==> src/rtl/wdog_pkg.sv <==
package wdog_pkg;

  localparam logic [7:0] KEY_ARM  = 8'h55;
  localparam logic [7:0] KEY_FIRE = 8'hAA;
  localparam logic [2:0] CHK_PATTERN = 3'b101;
  localparam int PRE_BITS = 3;

  typedef enum logic [1:0] {
    ADDR_CTRL  = 2'd0,
    ADDR_KEY   = 2'd1,
    ADDR_COUNT = 2'd2,
    ADDR_STAT  = 2'd3
  } regAddr_e;

  // strobes and levels from control to datapath
  typedef struct packed {
    logic                service;  // valid key pair completed
    logic                fire;     // check-field violation
    logic                hold;     // counting disabled
    logic                modeInt;  // 1 = interrupt mode
    logic [PRE_BITS-1:0] preSel;   // prescale code
  } wdCmd_t;

endpackage

==> src/rtl/wdog_ctrl.sv <==
module wdog_ctrl
  import wdog_pkg::*;
#(
  parameter int CNT_W = 8
) (
  input  logic             clk,
  input  logic             rstN,
  input  logic             regWe,
  input  logic [1:0]       regAddr,
  input  logic [7:0]       regWdata,
  input  logic [CNT_W-1:0] cntVal,
  input  logic             pulseActive,
  output logic [7:0]       regRdata,
  output wdCmd_t           cmd
);

  logic [PRE_BITS-1:0] preSelQ;
  logic                disQ;
  logic                modeIntQ;
  logic                armedQ;

  logic wrCtrl, wrKey, wrStat, chkOk;

  assign wrCtrl = regWe && (regAddr == ADDR_CTRL);
  assign wrKey  = regWe && (regAddr == ADDR_KEY);
  assign wrStat = regWe && (regAddr == ADDR_STAT);
  assign chkOk  = (regWdata[5:3] == CHK_PATTERN);

  // configuration registers
  always_ff @(posedge clk or negedge rstN) begin
    if (!rstN) begin
      preSelQ  <= '0;
      disQ     <= 1'b0;
      modeIntQ <= 1'b0;
    end else begin
      if (wrCtrl && chkOk) begin
        preSelQ <= regWdata[PRE_BITS-1:0];
        disQ    <= regWdata[6];
      end
      if (wrStat) modeIntQ <= regWdata[0];
    end
  end

  // key sequence detector
  always_ff @(posedge clk or negedge rstN) begin
    if (!rstN) begin
      armedQ <= 1'b0;
    end else if (wrKey) begin
      if (regWdata == KEY_ARM)       armedQ <= 1'b1;
      else if (regWdata == KEY_FIRE) armedQ <= 1'b0;
    end
  end

  always_comb begin
    cmd.service = wrKey && (regWdata == KEY_FIRE) && armedQ;
    cmd.fire    = wrCtrl && !chkOk;
    cmd.hold    = disQ;
    cmd.modeInt = modeIntQ;
    cmd.preSel  = preSelQ;
  end

  // read mux
  always_comb begin
    regRdata = 8'h00;
    case (regAddr)
      ADDR_CTRL:  regRdata = {1'b0, disQ, 3'b000, preSelQ};
      ADDR_KEY:   regRdata = 8'h00;
      ADDR_COUNT: regRdata = 8'(cntVal);
      ADDR_STAT:  regRdata = {6'b0, pulseActive && modeIntQ, modeIntQ};
      default:    regRdata = 8'h00;
    endcase
  end

  // a rejected control write changes no configuration
  a_r8_bad_write_kept: assert property (@(posedge clk) disable iff (!rstN)
    (wrCtrl && !chkOk) |=> ($stable(preSelQ) && $stable(disQ)));

  // a completed pair leaves the sequence disarmed
  a_r5_service_disarms: assert property (@(posedge clk) disable iff (!rstN)
    cmd.service |=> !armedQ);

endmodule

==> src/rtl/wdog_dp.sv <==
module wdog_dp
  import wdog_pkg::*;
#(
  parameter int CNT_W     = 8,
  parameter int BASE_DIV  = 512,
  parameter int PULSE_LEN = 512
) (
  input  logic             clk,
  input  logic             rstN,
  input  wdCmd_t           cmd,
  output logic [CNT_W-1:0] cntVal,
  output logic             pulseActive,
  output logic             wdRstN,
  output logic             wdIntN
);

  localparam int BASE_W  = (BASE_DIV > 1) ? $clog2(BASE_DIV) : 1;
  localparam int PULSE_W = (PULSE_LEN > 1) ? $clog2(PULSE_LEN) : 1;
  localparam int SCALE_W = (1 << PRE_BITS) - 2;
  localparam logic [CNT_W-1:0] CNT_PRE_TOP = CNT_W'((1 << CNT_W) - 2);

  logic [BASE_W-1:0]   baseCnt;
  logic [SCALE_W-1:0]  scaleCnt;
  logic [SCALE_W-1:0]  ratioMask;
  logic [PRE_BITS-1:0] shiftAmt;
  logic [CNT_W-1:0]    cnt;
  logic [PULSE_W-1:0]  pcnt;
  logic                active;
  logic                baseTick, wdTick, overflow, fireAny, chainClr;

  assign chainClr = cmd.hold || cmd.service;
  assign baseTick = (baseCnt == BASE_W'(BASE_DIV - 1));

  // fixed divider
  always_ff @(posedge clk or negedge rstN) begin
    if (!rstN)                    baseCnt <= '0;
    else if (chainClr || baseTick) baseCnt <= '0;
    else                          baseCnt <= baseCnt + 1'b1;
  end

  // selectable prescaler
  assign shiftAmt = (cmd.preSel < PRE_BITS'(2)) ? '0 : cmd.preSel - PRE_BITS'(1);

  for (genvar i = 0; i < SCALE_W; i++) begin : g_mask
    assign ratioMask[i] = (shiftAmt > PRE_BITS'(i));
  end

  always_ff @(posedge clk or negedge rstN) begin
    if (!rstN)         scaleCnt <= '0;
    else if (chainClr) scaleCnt <= '0;
    else if (baseTick) scaleCnt <= scaleCnt + 1'b1;
  end

  assign wdTick   = baseTick && ((scaleCnt & ratioMask) == ratioMask) && !chainClr;
  assign overflow = wdTick && (cnt == CNT_PRE_TOP);
  assign fireAny  = overflow || cmd.fire;

  // watchdog counter
  always_ff @(posedge clk or negedge rstN) begin
    if (!rstN)            cnt <= '0;
    else if (cmd.service) cnt <= '0;
    else if (wdTick)      cnt <= cnt + 1'b1;
  end

  // pulse generator
  always_ff @(posedge clk or negedge rstN) begin
    if (!rstN) begin
      active <= 1'b0;
      pcnt   <= '0;
    end else if (fireAny) begin
      active <= 1'b1;
      pcnt   <= PULSE_W'(PULSE_LEN - 1);
    end else if (active) begin
      if (pcnt == '0) active <= 1'b0;
      else            pcnt   <= pcnt - 1'b1;
    end
  end

  assign cntVal      = cnt;
  assign pulseActive = active;
  assign wdRstN      = !(active && !cmd.modeInt);
  assign wdIntN      = !(active && cmd.modeInt);

  // service clears the counter
  a_r4_service_clears: assert property (@(posedge clk) disable iff (!rstN)
    cmd.service |=> (cnt == '0));

  // disabled counter holds
  a_r6_hold_stable: assert property (@(posedge clk) disable iff (!rstN)
    (cmd.hold && !cmd.service) |=> $stable(cnt));

  // a fire event loads a full-length pulse
  a_r3_fire_loads: assert property (@(posedge clk) disable iff (!rstN)
    fireAny |=> (active && (pcnt == PULSE_W'(PULSE_LEN - 1))));

  // the pulse keeps going until its count runs out, then ends
  a_r7_pulse_continues: assert property (@(posedge clk) disable iff (!rstN)
    (active && (pcnt != '0)) |=> active);

  a_r7_pulse_ends: assert property (@(posedge clk) disable iff (!rstN)
    (active && (pcnt == '0) && !fireAny) |=> !active);

endmodule

==> src/rtl/wdog_keyed.sv <==
module wdog_keyed
  import wdog_pkg::*;
#(
  parameter int CNT_W     = 8,
  parameter int BASE_DIV  = 512,
  parameter int PULSE_LEN = 512
) (
  input  logic       clk,
  input  logic       rstN,
  input  logic       regWe,
  input  logic [1:0] regAddr,
  input  logic [7:0] regWdata,
  output logic [7:0] regRdata,
  output logic       wdRstN,
  output logic       wdIntN
);

  wdCmd_t           cmd;
  logic [CNT_W-1:0] cntVal;
  logic             pulseActive;

  wdog_ctrl #(.CNT_W(CNT_W)) u_ctrl (
    .clk         (clk),
    .rstN        (rstN),
    .regWe       (regWe),
    .regAddr     (regAddr),
    .regWdata    (regWdata),
    .cntVal      (cntVal),
    .pulseActive (pulseActive),
    .regRdata    (regRdata),
    .cmd         (cmd)
  );

  wdog_dp #(
    .CNT_W     (CNT_W),
    .BASE_DIV  (BASE_DIV),
    .PULSE_LEN (PULSE_LEN)
  ) u_dp (
    .clk         (clk),
    .rstN        (rstN),
    .cmd         (cmd),
    .cntVal      (cntVal),
    .pulseActive (pulseActive),
    .wdRstN      (wdRstN),
    .wdIntN      (wdIntN)
  );

endmodule

==> config.mk <==
export PLATFORM = sky130hd
export DESIGN_NAME = wdog_keyed
export DESIGN_NICKNAME = d
export VERILOG_FILES = /design/src/rtl/wdog_pkg.sv /design/src/rtl/wdog_ctrl.sv /design/src/rtl/wdog_dp.sv /design/src/rtl/wdog_keyed.sv
export SDC_FILE = /design/constraint.sdc
export NUM_CORES = 1
export LEC_CHECK = 0
export BUFFER_PORTS_ARGS = -buffer_cell sky130_fd_sc_hd__buf_2
export CORE_ASPECT_RATIO = 1.4
export CORE_MARGIN = 2
export CORE_UTILIZATION = 33
export CTS_CLUSTER_SIZE = 16
export DETAILED_ROUTE_END_ITERATION = 8
export PLACE_DENSITY_LB_ADDON = 0.12
export RECOVER_POWER = 25
export SYNTH_ARGS = -nofsm -noshare
export SYNTH_HDL_FRONTEND = slang
export SYNTH_HIERARCHICAL = 1
export SYNTH_SLANG_ARGS = --single-unit
==> constraint.sdc <==
create_clock -name clk -period 2.1 [get_ports clk]
set_clock_uncertainty 0.15 [all_clocks]
set_input_delay 0.42 -clock clk [delete_from_list [all_inputs] [get_ports clk]]
set_output_delay 0.42 -clock clk [all_outputs]
set_load 0.1 [all_outputs]
# [After elaboration in Yosys (flattened, before gate mapping)]
# Cells that the tools add are included.
[totals] inputBits=13 ff_bits=39 wordCells=75
[classes] bitwise_logic=1 muxes=15 reduce_logical=28 n_eq_ne=10 add_sub_neg=5 n_lt_le_gt_ge=7
[ops] op="2-to-1 mux 9 bit" count=4
[ops] op="one-hot mux 8 bit (4 select lines)" count=1
[ops] op="== test 8 bit (second input constant)" count=2
[ops] op="2-to-1 mux 8 bit" count=2
[ops] op="logical AND 1 bit" count=12
[ops] op="2-to-1 mux 6 bit" count=2
[ops] op="adder 9 x 1 -> 9 bit (second input constant)" count=1
[ops] op="== test 9 bit (second input constant)" count=1
[ops] op="zero test 9 bit" count=1
[ops] op="subtractor 9 x 1 -> 9 bit (second input constant)" count=1
[ops] op="adder 8 x 1 -> 8 bit (second input constant)" count=1
[ops] op="== test 8 x 7 -> 1 bit (second input constant)" count=1
[ops] op="nonzero test 2 bit" count=4
[ops] op="adder 6 x 1 -> 6 bit (second input constant)" count=1
[ops] op="AND 6 bit" count=1
[ops] op="== test 6 bit" count=1
[ops] op="> comparator 3 x 1 -> 1 bit (second input constant)" count=2
[ops] op="> comparator 3 x 2 -> 1 bit (second input constant)" count=2
[ops] op="> comparator 3 bit (second input constant)" count=2
[ops] op="zero test 1 bit" count=5
[ops] op="2-to-1 mux 1 bit" count=5
[ops] op="== test 2 bit (second input constant)" count=2
[ops] op="AND reduction 2 bit" count=2
[ops] op="== test 3 bit (second input constant)" count=1
[ops] op="7 further kinds" count=9

# [Depth between registers and ports, before layout]
# Gate-level depths: netlist of the first run.
[depth] ltp_word=11 mapped_depth=9 depth_no_buf=7

# [By module]
# Netlist of the first run, hierarchy kept.
[by_module_without_submodules] mod="wdog_dp" cells_per_inst=182 n_inst=1 area_per_inst_um2=1754.2
[by_module_without_submodules] mod="wdog_ctrl" cells_per_inst=43 n_inst=1 area_per_inst_um2=455.4

# [Worst setup path before layout of the first run]
# OpenSTA, ideal clock, no wires.
[synth_timing] path_type="input port to output port" from="input regAddr[1]" to="output regRdata[0]" arrival_time_ns=2.963 slack_ns=-1.433 stages=3 cell_sequence="clkbuf_1 > mux2i_1 > o21ai_0"
[synth_between] elab_chain_len=2
[synth_rtl] item="from (decl)" line="wdog_keyed.sv:11" text="input logic [1:0] regAddr,"
[synth_rtl] item="== test 2 bit (tied with other cells)" line="wdog_ctrl.sv:65" text="case (regAddr)"
[synth_rtl] item="one-hot mux 8 bit (4 select lines) (*)" line="wdog_ctrl.sv:65"
[synth_rtl] item="to (decl)" line="wdog_keyed.sv:13" text="output logic [7:0] regRdata,"
# Mark *: on every way between the ends. The rest lies on a longest branch, timed or not.

# [Final worst setup path of the first run]
[layout_timing] from="register u_ctrl.preSelQ[0]" to="register u_dp.cnt[2], in the netlist u_dp/cntVal[2]"
[layout_between] elab_chain_len=8
[layout_rtl] item="from (decl)" line="wdog_ctrl.sv:17" text="logic [PRE_BITS-1:0] preSelQ;"
[layout_rtl] item="from (signal assigned)" line="wdog_ctrl.sv:37" text="preSelQ <= regWdata[PRE_BITS-1:0];"
[layout_rtl] item="subtractor 3 x 1 -> 3 bit or < comparator 3 x 2 -> 1 bit (tied branches)" line="wdog_dp.sv:42" text="assign shiftAmt = (cmd.preSel < PRE_BITS'(2)) ? '0 : cmd.preSel - PRE_BITS'(1);"
[layout_rtl] item="2-to-1 mux 3 bit (*)" line="wdog_dp.sv:42"
[layout_rtl] item="> comparator 3 x 1 -> 1 bit (tied with other cells)" line="wdog_dp.sv:45" text="assign ratioMask[i] = (shiftAmt > PRE_BITS'(i));"
[layout_rtl] item="AND 6 bit" line="wdog_dp.sv:54" text="assign wdTick = baseTick && ((scaleCnt & ratioMask) == ratioMask) && !chainClr;"
[layout_rtl] item="== test 6 bit (*)" line="wdog_dp.sv:54"
[layout_rtl] item="logical AND 1 bit (*) (2 in a row)" line="wdog_dp.sv:54"
[layout_rtl] item="nonzero test 2 bit (no line) (*)"
[layout_rtl] item="to (signal assigned)" line="wdog_dp.sv:62" text="else if (wdTick) cnt <= cnt + 1'b1;"
[layout_rtl] item="to (decl)" line="wdog_dp.sv:26" text="logic [CNT_W-1:0] cnt;"
# Marked as above.
# A chain may end at the register's enable or synchronous reset.

==> results of run 1 <==
-- final cells by class --
class,instances,area share
clock inverter,2,0.0121
clock buffer,6,0.0285
tap,74,0.0320
timing repair buffer,47,0.150
multi-input combinational,166,0.426
sequential,39,0.337
inverter,11,0.0143
-- power by group through the flow --
stage / combinational, mW / sequential [mW] / clock [mW]
6_report: 0.579 / 0.969 / 0.657
5_1_grt: 0.641 / 0.986 / 0.706
4_1_cts: 0.559 / 0.966 / 0.676
3_5_place_dp: 0.553 / 0.978 / 0
3_3_place_gp: 0.550 / 0.976 / 0
2_1_floorplan: 0.419 / 0.948 / 0
-- cell families after synthesis --
group | after synthesis | synth area share
and+or+nand+nor | 102 | 0.257
DFF | 39 | 0.442
xor gates and xnor gates | 16 | 0.0634
AOI/OAI and AO/OA | 30 | 0.0946
adders and majority gates | 7 | 0.0396
muxes | 11 | 0.0595
buffers and inverters | 20 | 0.0442
-- cell usage after synthesis (2+ instances only) --
cell and n:
dfrtp_1 39, nor2_1 23, nand2_1 19, nand3_1 12, inv_1 11, o21ai_0 8
xnor2_1 8, xor2_1 8, ha_1 7, mux2i_1 6, a21oi_1 5, and2_1 5
or3_1 5, and3_1 4, buf_4 4, clkbuf_1 4, mux2_4 4, nand2_2 4
nand4_1 4, a211o_1 3, nand3b_1 3, nor3_1 3, nor4_1 3, nor4b_1 3
a211oi_1 2, nand2b_1 2, nand4bb_1 2, nor2b_1 2, or2_2 2
-- cells in the final DEF (no fill, tap or decap), drive strengths merged, types with 3 or more instances in the layout --
cell type / Yosys / routed
nor4b: 3 / 3
nor3: 3 / 3
nor4: 3 / 3
nand3: 12 / 12
buf: 5 / 45
inv: 11 / 11
mux2: 5 / 5
o21ai: 9 / 9
ha: 7 / 7
a21oi: 5 / 5
dfrtp: 39 / 39
clkbuf: 4 / 7
nand4: 4 / 4
a211o: 3 / 3
or3: 5 / 5
nand3b: 4 / 4
nor2: 23 / 23
xnor2: 8 / 8
and3: 4 / 4
nand2: 23 / 23
mux2i: 6 / 6
and2: 6 / 6
xor2: 8 / 8
-- worst min-delay path by stage --
| stage | slack (ns) | start | depth (start not counted) | to |
|---|---|---|---|---|
| floorplan | -0.03 | rstN | 0 | u_ctrl/armedQ$_DFFE_PN0P_ |
| global placement | 0.26 | rstN | 2 | u_ctrl/disQ$_DFFE_PN0P_ |
| detailed placement | 0.26 | rstN | 2 | u_ctrl/preSelQ[2]$_DFFE_PN0P_ |
| CTS | 0.27 | regWdata[0] | 2 | u_ctrl/preSelQ[0]$_DFFE_PN0P_ |
| global route | 0.29 | regWdata[0] | 2 | u_ctrl/preSelQ[0]$_DFFE_PN0P_ |
| finish | 0.28 | regWdata[0] | 2 | u_ctrl/preSelQ[0]$_DFFE_PN0P_ |
-- what timing repair did --
| action | CTS | global route |
|---|---|---|
| gates resized for setup | 1 | 15 |
| endpoints found under the hold margin | 39 | 0 |
| setup endpoints to repair | 11 | 16 |
| setup buffers | 1 | 1 |
| hold buffers | 1 | 0 |
| pin swaps | 2 | 11 |
-- stage by stage --
stage / hold WS [ns] / util / setup TNS [ns] / power, mW
finish: 0.276 / 0.444 / -0.00426 / 2.21
detailed placement: 0.257 / 0.413 / -0.935 / 1.53
global route: 0.289 / 0.444 / -0.232 / 2.33
global placement: 0.259 / 0.413 / -0.530 / 1.53
floorplan: -0.0256 / - / -0.0553 / 1.37
CTS: 0.273 / 0.434 / 0 / 2.20
-- critical path, delay by kind of cell (launching register included) --
family                   cells  cell delay (ns)
AND/OR/NAND/NOR              2             0.43
buffers and inverters        2             0.21
AO/OA/AOI/OAI                3             0.61
flip-flops                   1             0.38
adder cells (fa/ha/maj)      1             0.26
-- state kept, by name (all words and copies together) (netlist names), 3 cells and up --
name	cells
u_dp/scaleCnt	6
u_dp/baseCnt	9
u_ctrl/preSelQ	3
u_dp/pcnt	9
u_dp/cntVal	8
-- layer usage --
layer,vias to the layer above,track usage,share of wire
met1,828,0.177,0.46
met2,21,0.247,0.50
met3,8,0.0260,0.027
met5,-,0,0
met4,0,0.0570,0.020
li1,877,-,-
==> metrics.txt, run 1 <==
r2r worst-path depth=8; Nets=290; Placement Cell Area=between 2000 and 3000 sq um; CP endpoint=u_dp/cntVal[2]$_DFFE_PN0P_; Reg clk slew, reported paths=around 0.08 ns; max-cap violations=0; Switch Pwr=0.712 mW; worst-path fanout max=5; GPL Wtd Cong=around 0.74; Core Region=around 6500 sq um; DR vias/cell=roughly 5.0; Tcrit/Tclk final=1.00; final worst slack=-0.00426 ns; Post-synth EDFFs=0; Cell Int Power=around 1.5 mW; top_reg_cell synth=dfrtp_1; H-tree depth=2; Yosys warnings=6; max incr delay on CP=~0.38 ns; TritonCTS clock tree=done; FF-to-FF Start=u_ctrl/preSelQ[0]$_DFFE_PN0P_; worst reg-to-reg setup slack=-0.004 ns; footprint of the multi-input gates=between 1000 and 1500 sq um; die area=7380 sq um; share of cells above drive strength 1=0.339; crit path from=u_ctrl/preSelQ[0]$_DFFE_PN0P_; die height=about 100 um; initial antenna violation count=0; dpl cells=around 330; register bit total from synthesis=39; Area Growth Syn to Fin=31.0%; type of destination of the critical path=register; crit path time final=about 2.1 ns; Tightest Pin Transition=~1.0 ns; main area contributors after synthesis=dfrtp_1 44%, ha_1 4.0%, nor2_1 3.9%; wire length per cell=13.8 um; Gate Count Post-Synth=225; slowest CP cell=dfrtp_1; GRT Overall Usage=0.144; routed wire length=4.77 mm; Synth cell types=49; CTS Root Cell=clkbuf_8; mapped cell area=~2200 sq um; Peak supply drop=a little over 0.4 mV; arrival time worst endpoint=~2.2 ns; Net Sw Frac=0.323; Slew headroom=0.332; Initial Util=0.339; DRT Pass-1 Iters=4; Core Rows=35; Startpoint Class=register; RSZ-0062 raised after global routing=yes; pre-CTS WS=-0.121 ns; drt initial violations=57; Clock Tree Buf Depth=2; fin area=just under 3000 sq um; Worst Path Class, Setup=reg2reg; WP data required=between 2 and 2.5 ns; # fillers=about 620; non-filler cells, final=between 300 and 400; fmax=around 0.48 GHz; Cell Pwr Density=762 nW/um^2; FF/Latch Area=a little under 1000 sq um; Slew Viols, Final=0; overflow left after global routing=0; sequential area share after synthesis=0.442; Synth area leader=dfrtp_1; Post-synth ARST share=1.00; first-pass GRT wire length=around 8.3 mm; number of port buffers=22; post-detail-place hpwl=about 3.5 mm; combinational fraction of design power=0.262; Sink Count=39; vias in the first global route=between 1500 and 2000; Die Wd=73.2 um; ANT cells=0; outcome=finished, violations left; largest net degree at the start of global routing=40; LEAKAGE=about 1.3 nW; reg-to-reg endpoint=u_dp/cntVal[2]$_DFFE_PN0P_; Avg Cell Area, Syn=a little under 10 sq um; worst hold-check path type=in2reg; Seq pwr share=0.440; endpoints failing setup=1; via count=1734; Clock Latency Late Sink=between 0.2 and 0.3 ns; post-route ant nets=0; DR DRC count=0; final hold vios=0; Net Count, Synth=about 250; Clk pwr share=0.298; critical-path cell list=inv_2, ha_4, nand4bb_1, a32oi_2, o2111ai_4, buf_6, or3_4, a21oi_2; failing checks=negative setup slack; CTS Buf Count=5; post-synth top area share=0.442; Top Ports=23
Power figures use the tool's default switching activity.
==> run 2, diff against run 1 <==
Settings changed: CORE_UTILIZATION 33 to 50, GPL_ROUTABILITY_DRIVEN from default to 0.
==> metrics.txt, run 2 (same netlist as run 1, synthesis figures left out) <==
Initial Util=0.521 (+0.183); first-pass GRT wire length=7.99 mm (-3.6%); H-tree depth=2 (unchanged); LEAKAGE=1.29 nW (+1.8%); DR DRC count=0 (unchanged); Slew headroom=0.351 (+0.0188); Area Growth Syn to Fin=30.7%; type of destination of the critical path=register; worst-path fanout max=5 (unchanged); die height=82.7 um (-18%); outcome=complete, no violations; Clock Latency Late Sink=0.29 ns (about the same); number of port buffers=22 (unchanged); Slew Viols, Final=0 (unchanged); Tcrit/Tclk final=0.982 (-0.0204); final hold vios=0 (unchanged); arrival time worst endpoint=2.09 ns (-0.09 ns); max-cap violations=0 (unchanged); Cell Pwr Density=736 nW/um^2 (-3.3%); TritonCTS clock tree=done; critical-path cell list=buf_4, o211ai_1, a32oi_1, o2111ai_2, buf_4, buf_4, nor3_2, a211o_1; fmax=0.485 GHz (+2.1%); Reg clk slew, reported paths=0.08 ns (about the same); final setup TNS=0 ns (+0.00426 ns); Nets=297 (+2.4%); Clock Tree Buf Depth=2 (unchanged); WP data required=2.13 ns (-0.04 ns); initial antenna violation count=0 (unchanged); slowest CP cell=dfrtp_1; post-detail-place hpwl=3.32 mm (-4.0%); Post-CTS Hold Buffers=0 (-1); Die Wd=60.2 um (-18%); # fillers=323 (-48%); ANT cells=0 (unchanged); endpoints failing setup=0 (-1); overflow left after global routing=0 (unchanged); most common cell after layout, fill and taps aside=dfrtp_1; routed wire length=4.62 mm (-3.2%); worst hold-check path type=in2async; largest net degree at the start of global routing=40 (unchanged); DRT Pass-1 Iters=4 (unchanged); most used cell, CP=buf_4; wire length per cell=13.7 um (-1.2%); share of cells above drive strength 1=0.356 (+0.0166); max incr delay on CP=0.40 ns (+0.02 ns); Peak supply drop=0.633 mV (+53%); Worst Path Class, Setup=reg2reg; RSZ-0062 raised after global routing=yes; drt initial violations=68 (+19%); vias in the first global route=1823 (+5.6%); Core Rows=28 (-20%); GRT Overall Usage=0.215 (+0.0708); post-route ant nets=0 (unchanged); Tightest Pin Transition=0.974 ns (-0.0283 ns); Startpoint Class=register; via count=1807 (+4.2%); CTS Buf Count=5 (unchanged); Core Region=4240 sq um (-35%); CTS Root Cell=clkbuf_8; crit path time final=2.06 ns (-0.0428 ns); DR vias/cell=5.35 (+6.4%); Top Ports=23 (unchanged); commonest cells after routing, fill and taps aside=39 x dfrtp_1, 30 x buf_4, 21 x nor2_1; die area=4970 sq um (-33%); Sink Count=39 (unchanged); fin util=0.682 (+0.238)
run 2: changes by cell type in the layout (fill, tap and decap cells not counted), sizes merged:
cell / previous run / this run
clkinv: 1 / 0
dlygate4sd3: 1 / 0
bufinv: 1 / 0
clkbuf: 7 / 9
buf: 45 / 53
run 2: layout make-up:
cell class | count | area (sq um) | share of cell area
clock buffer | 8 | 100 | 0.0346
inverter | 11 | 41.3 | 0.0143
multi-input combinational | 166 | 1220 | 0.421
sequential | 39 | 976 | 0.338
tap | 60 | 75.1 | 0.0260
timing repair buffer | 54 | 480 | 0.166
run 2: power by group:
group	leakage [nW]	switching, mW	internal (mW)
sequential	0.481	0.101	0.853
combinational	0.754	0.325	0.284
clock	0.0515	0.264	0.300
total	1.29	0.690	1.44
run 2: critical path, delay by kind of cell (launching register included):
kind / cells / cell delay [ns]
flip-flops: 1 / 0.40
AO/OA/AOI/OAI: 4 / 0.89
buffers and inverters: 3 / 0.45
AND/OR/NAND/NOR: 1 / 0.05
run 2: metrics by stage:
step	setup WS [ns]	area, sq um	power, mW	hold WS, ns	instances
final	0.0386	2890	2.13	0.203	338
after global routing	-0.0373	2890	2.27	0.266	338
after CTS	0.00427	2850	2.15	0.0382	337
after detailed placement	-0.0908	2710	1.56	0.359	326
after global placement	-0.0605	2710	1.56	0.355	326
after floorplan	-0.0286	2240	1.37	-0.0256	225
run 2: metal layers:
| metal | up-vias | global-route usage | wire, um |
|---|---|---|---|
| met3 | 7 | 0.0421 | 116 |
| met5 | - | 0 | 0 |
| met4 | 0 | 0.0978 | 65 |
| met2 | 27 | 0.376 | 2440 |
| met1 | 877 | 0.249 | 2000 |
| li1 | 896 | - | - |
run 2: worst paths after layout:
check	from	to	slack (ns)	depth (start not counted)
setup / recovery	u_ctrl/preSelQ[0]$_DFFE_PN0P_	u_dp/cntVal[6]$_DFFE_PN0P_	0.04	8
max in group asynchronous	rstN	u_dp/baseCnt[5]$_DFF_PN0_	0.99	2
hold reg to reg	u_dp/baseCnt[0]$_DFF_PN0_	u_dp/baseCnt[0]$_DFF_PN0_	0.38	2
hold / removal	rstN	u_ctrl/preSelQ[2]$_DFFE_PN0P_	0.20	2
setup reg to reg	u_ctrl/preSelQ[0]$_DFFE_PN0P_	u_dp/cntVal[6]$_DFFE_PN0P_	0.04	8
min in group clk	regWdata[0]	u_ctrl/preSelQ[0]$_DFFE_PN0P_	0.27	2
run 2: timing repair:
item,4_1_cts,5_1_grt
pin swaps,3,9
resized for setup,2,10
setup endpoints to repair,5,12
setup buffers,3,1
==> run 3, diff against run 2 <==
Settings changed: GPL_TIMING_DRIVEN from default to 0, SLEW_MARGIN from default to 20, TNS_END_PERCENT from default to 1.
==> metrics.txt, run 3 (same netlist as run 1, synthesis figures left out) <==
DRT Pass-1 Iters=4 (unchanged); fin area=2650 sq um (-8.2%); worst reg-to-reg setup slack=-0.03 ns (-0.06 ns); wire length per cell=13.9 um (+1.4%); worst hold-check path type=in2async; via count=1683 (-6.9%); Nets=278 (-6.4%); post-detail-place hpwl=3.10 mm (-6.6%); Worst Path Class, Setup=reg2reg; RSZ-0062 raised after global routing=yes; Initial Util=0.521 (unchanged); Placement Cell Area=2410 sq um (-11%); final worst slack=-0.0262 ns (-0.0648 ns); worst-path fanout max=7 (+2); crit path time final=2.13 ns (+0.0648 ns); LEAKAGE=1.17 nW (-8.9%); FF-to-FF Start=u_ctrl/preSelQ[0]$_DFFE_PN0P_; Sink Count=39 (unchanged); DR vias/cell=5.28 (-1.3%); # fillers=385 (+19%); share of cells above drive strength 1=0.286 (-0.0704); Area Growth Syn to Fin=20.0%; Peak supply drop=0.484 mV (-23%); CTS Buf Count=5 (unchanged); drt initial violations=51 (-25%); GRT Overall Usage=0.202 (-0.0130); Clock Latency Late Sink=0.29 ns (about the same); number of port buffers=22 (unchanged); type of destination of the critical path=register; first-pass GRT wire length=7.56 mm (-5.4%); ANT cells=0 (unchanged); largest net degree at the start of global routing=40 (unchanged); outcome=finished, violations left; critical-path cell list=inv_1, ha_4, nand4bb_1, a32oi_2, o2111ai_4, o31a_1, buf_6, o211ai_2; max incr delay on CP=0.39 ns (about the same); TritonCTS clock tree=done; most common cell after layout, fill and taps aside=dfrtp_1; commonest cells after routing, fill and taps aside=39 x dfrtp_1, 20 x nor2_1, 17 x nand2_1; initial antenna violation count=0 (unchanged); footprint of the multi-input gates=1220 sq um (+0.10%); overflow left after global routing=0 (unchanged); Core Region=4240 sq um (unchanged); Startpoint Class=register; Tcrit/Tclk final=1.01 (+0.0308); DR DRC count=0 (unchanged); vias in the first global route=1739 (-4.6%); r2r worst-path depth=8 (unchanged); failing checks=negative setup slack; final hold vios=0 (unchanged); Reg clk slew, reported paths=0.08 ns (about the same); routed wire length=4.42 mm (-4.3%); total power=2.19 mW (+2.7%); fmax=0.470 GHz (-3.0%); Core Rows=28 (unchanged); cell family with most CP delay=compound AO/OA/AOI/OAI gates; Clock Tree Buf Depth=2 (unchanged); post-route ant nets=0 (unchanged); Top Ports=23 (unchanged); die area=4970 sq um (unchanged); slowest CP cell=o31a_1; max-cap violations=0 (unchanged); endpoints failing setup=10 (+10); Tightest Pin Transition=0.974 ns (+0.000104 ns); CTS Root Cell=clkbuf_8; WP data required=2.17 ns (+0.04 ns); Buf/Inv on CP=2 (-1); arrival time worst endpoint=2.19 ns (+0.10 ns); fin util=0.625 (-0.0561); H-tree depth=2 (unchanged); FF/Latch Area=976 sq um (unchanged); Slew Viols, Final=0 (unchanged); Slew headroom=0.351 (about the same); die height=82.7 um (unchanged); Cell Pwr Density=824 nW/um^2 (+12%); reg-to-reg endpoint=u_dp/pcnt[1]$_DFFE_PN0P_; Die Wd=60.2 um (unchanged)
-- run 3: final cells by class --
cell class / count / share of cell area
Buffer: 6 / 0.0170
Clock buffer: 6 / 0.0311
Clock inverter: 2 / 0.0132
Inverter: 11 / 0.0156
Multi-Input combinational cell: 166 / 0.459
Sequential cell: 39 / 0.368
Tap cell: 60 / 0.0283
Timing Repair Buffer: 29 / 0.0675
-- run 3: how the worst max path moves through the flow --
stage / start / to / slack [ns] / cells past startpoint
final: u_ctrl/preSelQ[0]$_DFFE_PN0P_ / u_dp/pcnt[1]$_DFFE_PN0P_ / -0.03 / 8
after global routing: u_ctrl/preSelQ[1]$_DFFE_PN0P_ / u_dp/pcnt[1]$_DFFE_PN0P_ / -0.10 / 8
after CTS: u_ctrl/preSelQ[0]$_DFFE_PN0P_ / u_dp/cntVal[3]$_DFFE_PN0P_ / -0.006 / 8
after detailed placement: regAddr[0] / u_dp/cntVal[3]$_DFFE_PN0P_ / -0.63 / 10
after global placement: regAddr[0] / u_dp/cntVal[3]$_DFFE_PN0P_ / -0.60 / 10
after floorplan: regAddr[1] / regRdata[4] / -0.20 / 3
-- run 3: report_power, final --
part / switching, mW / total [mW] / internal [mW]
Clock: 0.259 / 0.643 / 0.384
Sequential: 0.116 / 0.969 / 0.853
Combinational: 0.326 / 0.573 / 0.246
Total: 0.702 / 2.19 / 1.48
-- run 3: what timing repair did --
action,in CTS,in global routing
resized for setup,9,12
pin swaps,3,6
hold buffers,0,0
gates cloned,0,1
setup endpoints to repair,35,28
buffers inserted,2,4
-- run 3: stage by stage --
stage          setup TNS (ns)  hold WS (ns)  std cells  setup slack, ns
3_3_place_gp           -14.99         0.299        307           -0.595
2_1_floorplan           -2.64       -0.0256        225           -0.196
6_report               -0.118         0.116        319          -0.0262
3_5_place_dp           -16.34         0.310        307           -0.633
5_1_grt                 -1.18         0.205        319           -0.102
4_1_cts              -0.00568         0.127        314         -0.00568
-- run 3: per-layer routing --
metal	vias to the layer above	GRT usage	wire length, um
met5	-	0	0
met4	0	0.0822	82
met3	8	0.0374	92
met2	19	0.368	2360
met1	806	0.225	1880
li1	850	-	-
